### src/rtl/bit_probe_pkg.sv
package bit_probe_pkg;

    localparam int unsigned DEF_WORD_W = 32;
    localparam int unsigned DEF_POS_W  = 8;

    typedef enum logic [1:0] {
        BP_PROBE = 2'b00,
        BP_SET   = 2'b01,
        BP_CLEAR = 2'b10,
        BP_FLIP  = 2'b11
    } bp_op_e;

    // Write-back is needed for every operation except a pure probe.
    function automatic logic bp_writes(input bp_op_e op);
        return op != BP_PROBE;
    endfunction

    // Single-bit update rule shared by all bit slices.
    function automatic logic bp_bit_next(input bp_op_e op, input logic cur, input logic hit);
        logic nxt;
        nxt = cur;
        if (hit) begin
            unique case (op)
                BP_SET:   nxt = 1'b1;
                BP_CLEAR: nxt = 1'b0;
                BP_FLIP:  nxt = ~cur;
                default:  nxt = cur;
            endcase
        end
        return nxt;
    endfunction

endpackage

### src/rtl/bit_probe_decode.sv
module bit_probe_decode #(
    parameter int unsigned WORD_W = bit_probe_pkg::DEF_WORD_W,
    parameter int unsigned POS_W  = bit_probe_pkg::DEF_POS_W
) (
    input  logic [POS_W-1:0]  pos,
    output logic [WORD_W-1:0] mask
);
    localparam int unsigned IDX_W = $clog2(WORD_W);

    logic [IDX_W-1:0] idx;

    // WORD_W is a power of two, so the modulo reduction is the low bits.
    assign idx = pos[IDX_W-1:0];

    for (genvar g = 0; g < WORD_W; g++) begin : g_hit
        assign mask[g] = (idx == IDX_W'(g));
    end
endmodule

### src/rtl/bit_probe_modify.sv
module bit_probe_modify #(
    parameter int unsigned WORD_W = bit_probe_pkg::DEF_WORD_W
) (
    input  bit_probe_pkg::bp_op_e op,
    input  logic [WORD_W-1:0]     word,
    input  logic [WORD_W-1:0]     mask,
    output logic [WORD_W-1:0]     word_next,
    output logic                  old_bit,
    output logic                  wen
);
    import bit_probe_pkg::*;

    for (genvar g = 0; g < WORD_W; g++) begin : g_slice
        assign word_next[g] = bp_bit_next(op, word[g], mask[g]);
    end

    assign old_bit = |(word & mask);
    assign wen     = bp_writes(op);
endmodule

### src/rtl/bit_probe_unit.sv
module bit_probe_unit #(
    parameter int unsigned WORD_W = bit_probe_pkg::DEF_WORD_W,
    parameter int unsigned POS_W  = bit_probe_pkg::DEF_POS_W
) (
    input  logic              clk,
    input  logic              rst,
    input  logic              in_valid,
    input  logic [1:0]        in_op,
    input  logic [WORD_W-1:0] in_word,
    input  logic [POS_W-1:0]  in_pos,
    output logic              out_valid,
    output logic [WORD_W-1:0] out_word,
    output logic              out_carry,
    output logic              out_wen
);
    import bit_probe_pkg::*;

    typedef struct packed {
        logic [WORD_W-1:0] word;
        logic              carry;
        logic              wen;
    } bp_result_t;

    logic [WORD_W-1:0] sel_mask;
    bp_result_t        res_d;
    bp_result_t        res_q;
    bp_op_e            op_e;

    assign op_e = bp_op_e'(in_op);

    bit_probe_decode #(.WORD_W(WORD_W), .POS_W(POS_W)) u_decode (
        .pos  (in_pos),
        .mask (sel_mask)
    );

    bit_probe_modify #(.WORD_W(WORD_W)) u_modify (
        .op        (op_e),
        .word      (in_word),
        .mask      (sel_mask),
        .word_next (res_d.word),
        .old_bit   (res_d.carry),
        .wen       (res_d.wen)
    );

    always_ff @(posedge clk) begin
        if (rst) begin
            out_valid <= 1'b0;
            res_q     <= '0;
        end else begin
            out_valid <= in_valid;
            if (in_valid) begin
                res_q <= res_d;
            end
        end
    end

    assign out_word  = res_q.word;
    assign out_carry = res_q.carry;
    assign out_wen   = res_q.wen;
endmodule

### config.mk
export PLATFORM = sky130hd
export DESIGN_NAME = bit_probe_unit
export DESIGN_NICKNAME = d
export VERILOG_FILES = /design/src/rtl/bit_probe_pkg.sv /design/src/rtl/bit_probe_decode.sv /design/src/rtl/bit_probe_modify.sv /design/src/rtl/bit_probe_unit.sv
export SDC_FILE = /design/constraint.sdc
export NUM_CORES = 1
export LEC_CHECK = 0
export BUFFER_PORTS_ARGS = -buffer_cell sky130_fd_sc_hd__buf_4
export CAP_MARGIN = 15
export CORE_ASPECT_RATIO = 0.5
export CORE_MARGIN = 1.5
export CORE_UTILIZATION = 50
export CTS_BUF_LIST = sky130_fd_sc_hd__clkbuf_8 sky130_fd_sc_hd__clkbuf_16
export CTS_CLUSTER_SIZE = 16
export DETAILED_ROUTE_END_ITERATION = 16
export PLACE_DENSITY = 0.8
export REMOVE_ABC_BUFFERS = 1
export SETUP_SLACK_MARGIN = 0.5
export SLEW_MARGIN = 20
export SYNTH_ARGS = -nofsm -noshare
export SYNTH_HDL_FRONTEND = slang
export SYNTH_SLANG_ARGS = --single-unit
export TNS_END_PERCENT = 50
### constraint.sdc
create_clock -name clk -period 4.75 [get_ports clk]
set_input_delay 1.1875 -clock clk [delete_from_list [all_inputs] [get_ports clk]]
set_output_delay 1.1875 -clock clk [all_outputs]
set_load 0.02 [all_outputs]
Word level (Yosys, flattened, before mapping). Index checks and enable logic that the tools add are counted.

Bitwise logic cells: 33. Reduce and logical (&&, ||, !) cells: 3. Muxes and demuxes: 64. Equal/unequal tests: 34.

Operator list (number): $pmux 1 s3 (32); $eq 5x5->1 const B (16); $eq 5x4->1 const B (8); $and 32x32->32 (1); $mux 1 (32); $not 1->1 (32); $reduce_or 32->1 (1); $eq 5x3->1 const B (4); $eq 5x2->1 const B (2); $eq 5x1->1 const B (1); $logic_not 5->1 (1); $eq 2x2->1 const B (2); $eq 2x1->1 const B (1); $reduce_bool 2->1 (1).

Input port bits: 45. Logic and storage cells: 138. Output and inout bits: 35. Bits in registers: 35.

Depth between registers and ports, before layout.
Word-level depth: 3. Mapped depth: 7. Depth with buffers taken out: 5.

Modules after synthesis. Synthesis repeated with hierarchy kept, for this count alone.

Cell total of the unflattened synthesis: 253. Area total of the unflattened synthesis: 2038.2 µm².

Modules (own cells, without submodules): bit_probe_unit (times used 1, area an instance 1263.7 µm², cells each 112); bit_probe_modify (times used 1, area an instance 553.0 µm², cells each 94); bit_probe_decode (times used 1, area an instance 221.5 µm², cells each 47).

Worst setup path before layout. Ideal clock, no wire load.

Path kind: in2reg. Start point: input port in_pos[0]. End point: register res_q (netlist bit out_carry). Path buffers: 1. Setup time: 0.133 ns. Stages on the path: 6. Arrival: 2.282 ns. Required time: 4.617 ns. Setup slack: 2.335 ns. Cell sequence: nor2b_1 -> buf_6 -> a22o_1 -> a221o_1 -> a211oi_2 -> a311oi_2.

Cells in the longest elaborated chain, start to end: 3. Elaborated cells between the ends (all ways): 34.

Ends and longest elaborated chain: start, declared (RTL line bit_probe_unit.sv:10) `input logic [POS_W-1:0] in_pos,`; $eq 5x1->1 (tied with other cells) (RTL line bit_probe_decode.sv:16) `assign mask[g] = (idx == IDX_W'(g));`; $and 32x32->32 (*) (RTL line bit_probe_modify.sv:17) `assign old_bit = |(word & mask);`; $reduce_or 32->1 (*) (RTL line bit_probe_modify.sv:17); end signal, assigned (RTL line bit_probe_unit.sv:52) `res_q <= res_d;`; end, declared (RTL line bit_probe_unit.sv:26) `bp_result_t res_q;`.

Mark *: on every way between the ends. The rest lies on a longest branch, timed or not. A chain may end at the register's enable or synchronous reset.

Final worst setup path. Same ends and word-level chain as after synthesis.

==> flow_metrics.py <==
metrics = {
    "synthesis": {
        "netlist_area_um2": 2250,
        "yosys.area_share.adder_pct": 0,
        "synthArstFlopShare_pct": 0,
        "yosys_register_bits": 35,
        "synthSimpleGateAreaFrac_pct": 27.9,
        "yosys-top-cells-area": "dfxtp_1 31%, mux2i_1 7.6%, a31oi_1 6.9%",
        "seq_area_frac_synth_pct": 31.1,
        "synth_compound_area_share_pct": 26.3,
        "synthMuxAreaShare_pct": 8.55,
        "synth_top_family_by_area": "simple AND/OR/NAND/NOR gates",
        "yosys.area.top_type_share_pct": 31.1,
        "synthDistinctLibCells": 43,
        "yosys.area.top_type": "dfxtp_1",
        "ys.flop_type": "dfxtp_1",
        "synthXorXnorAreaFrac_pct": 0,
        "synth_cells": 291,
        "synth-edff-count": 0,
        "yosys_warnings": 0,
        "avgSynthCellArea_um2": 7.74,
    },
    "setup_path": {
        "crit_path_end_kind": "flip-flop",
        "criticalPathCategory": "primary input to flip-flop",
        "cp-start-kind": "primary input",
        "crit_arrival_ns": 2.81,
        "worst-path-max-fanout": 25,
        "required_ns": 4.96,
    },
    "drt": {
        "dr_total_vias": 2426,
        "drt_wl_total_um": 6270,
        "first_pass_iters": 5,
        "drtIter0Drc": 211,
        "ant_nets": 0,
        "routedWlPerCell_um": 15.5,
        "drc_errors": 0,
        "post_drt_via_cell_ratio": 6.00,
    },
    "timing": {
        "grt_setup_unrepaired": "no",
        "max_slew_margin_pct": 48.4,
        "slew_violations": 0,
        "worst_slew_pin_slew_ns": 0.771,
        "period_share_pct": 54.9,
        "finalSetupTns_ns": 0,
        "setup_viol": 0,
        "skew_ns": 0,
        "period_needed_ns": 2.61,
        "worst_hold_slack_ns": 0.475,
        "timing.fmax_ghz": 0.384,
        "hold_violations": 0,
    },
    "clock_network": {
        "clk_latency_ns": 0.29,
        "cts_tree": "yes",
        "cts_root_buffer": "clkbuf_8",
        "clk_pin_slew_ns": 0.07,
        "numClockSinks": 35,
        "clock_path_buffers": 2,
        "cts.repair.resized": 0,
        "cts_setup_buffers": 0,
        "cts_max_level": 2,
        "hold_buffers": 0,
        "numCtsBuffers": 5,
    },
    "global_routing": {
        "grt_pass1_wl_um": 10000,
        "grt_pass1_vias": 2110,
        "grt_antenna_before_repair": 0,
        "overflow": 0,
        "grt_max_degree": 55,
        "grt_use_total_pct": 25.4,
    },
    "power_and_ir_drop": {
        "total_leakage_power_nw": 1.21,
        "irDropWorstVdd_mv": 0.127,
        "powerDensity_nw_per_um2": 262,
    },
    "die": {
        "start_util_pct": 51.7,
        "ios": 80,
        "rows": 17,
        "die_h_um": 50.5,
        "die_w_um": 97.9,
        "die-area_um2": 4940,
        "core_um2": 4360,
    },
    "cells_and_area": {
        "final_common_cell": "buf_4",
        "nNetsFinal": 391,
        "antenna_cells": 0,
        "area_growth_pct": 27.5,
        "final_cell_area_um2": 2870,
        "layout-drive-gt1-share_pct": 26.5,
        "final_util_pct": 65.9,
        "layout_common_cells": "76 x buf_4, 36 x nor2_1, 35 x dfxtp_1, 29 x a21oi_1, 26 x nand2_1",
    },
    "run": {
        "max_cap_violations": 0,
    },
    "placed_design": {
        "dpl_cell_area_um2": 2770,
        "dp_hpwl_um": 4300,
        "globalplace.congestion": 0.892,
        "numPortBuffers": 76,
    },
    "worst_hold_path": {
        "hold_path.class": "flip-flop to flip-flop",
    },
    "run_status": {
        "status": "finished clean",
    },
}
## synth_stat cells, drive strengths merged (2+ instances only)
cell and number:
mux2 2, o221ai 15, a31oi 25, o21ai 5
buf 12, and4bb 2, o211ai 3, inv 4
nand3 8, a211oi 2, clkbuf 16, and3b 6
mux2i 17, nand2 26, nand2b 17, a22o 2
a21oi 29, and4b 3, dfxtp 35, nor4b 2
nor2 36, nor2b 7, nor3 2
## critical path: stages
cell and delay [ns]:
buf_4 0.24, nor2b_1 0.55, nand3_1 0.21, a31oi_1 0.33, a211oi_2 0.07, a311oi_2 0.23
## through the flow
stage	setup slack (ns)	std cells	total power, mW
after global routing	2.01	404	0.790
after CTS	2.22	404	0.754
after floorplan	2.37	263	0.416
final	2.14	404	0.753
after detailed placement	1.92	396	0.516
after global placement	1.76	396	0.512
## power by group
part           internal [mW]  switching (mW)  leakage [nW]
logic                 0.0830           0.108         0.861
registers              0.311         0.00935         0.289
clock network          0.130           0.110        0.0557
## layer usage
layer	track usage (%)	vias to the layer above	share of wire, %
li1	-	1180	-
met1	35.0	1125	45
met2	39.3	106	46
met3	5.99	15	7.7
met4	8.33	0	1.1
met5	0	-	0
## kinds of logic (layout without fill, tap and decap cells)
group,count (synthesis),after routing
compound gates,89,89
buf+inv,32,88
flops,35,35
mux,19,19
simple gates,116,116
## sequential cells by signal, indices dropped and copies added (netlist names)
signal / count
out_valid: 1
out_word: 32
out_wen: 1
out_carry: 1
## area by class of cell
type / instances / area, um2
well taps: 57 / 71.3
flip-flops and latches: 35 / 701
inverters: 4 / 15.0
clock inverters: 1 / 3.75
fillers: 382 / 1490
clock buffers: 7 / 96.3
multi-input cells: 224 / 1420
repair buffers: 76 / 571
## final timing paths
path                                   from                         to  slack, ns  cells after the start
hold reg to reg   out_word[18]$_SDFFE_PP0P_  out_word[18]$_SDFFE_PP0P_       0.48                      2
setup / recovery                  in_pos[0]     out_carry$_SDFFE_PP0P_       2.14                      6
hold / removal    out_word[18]$_SDFFE_PP0P_  out_word[18]$_SDFFE_PP0P_       0.48                      2
setup reg to reg     out_carry$_SDFFE_PP0P_     out_carry$_SDFFE_PP0P_       4.02                      2
(Power assumes the default switching activity.)
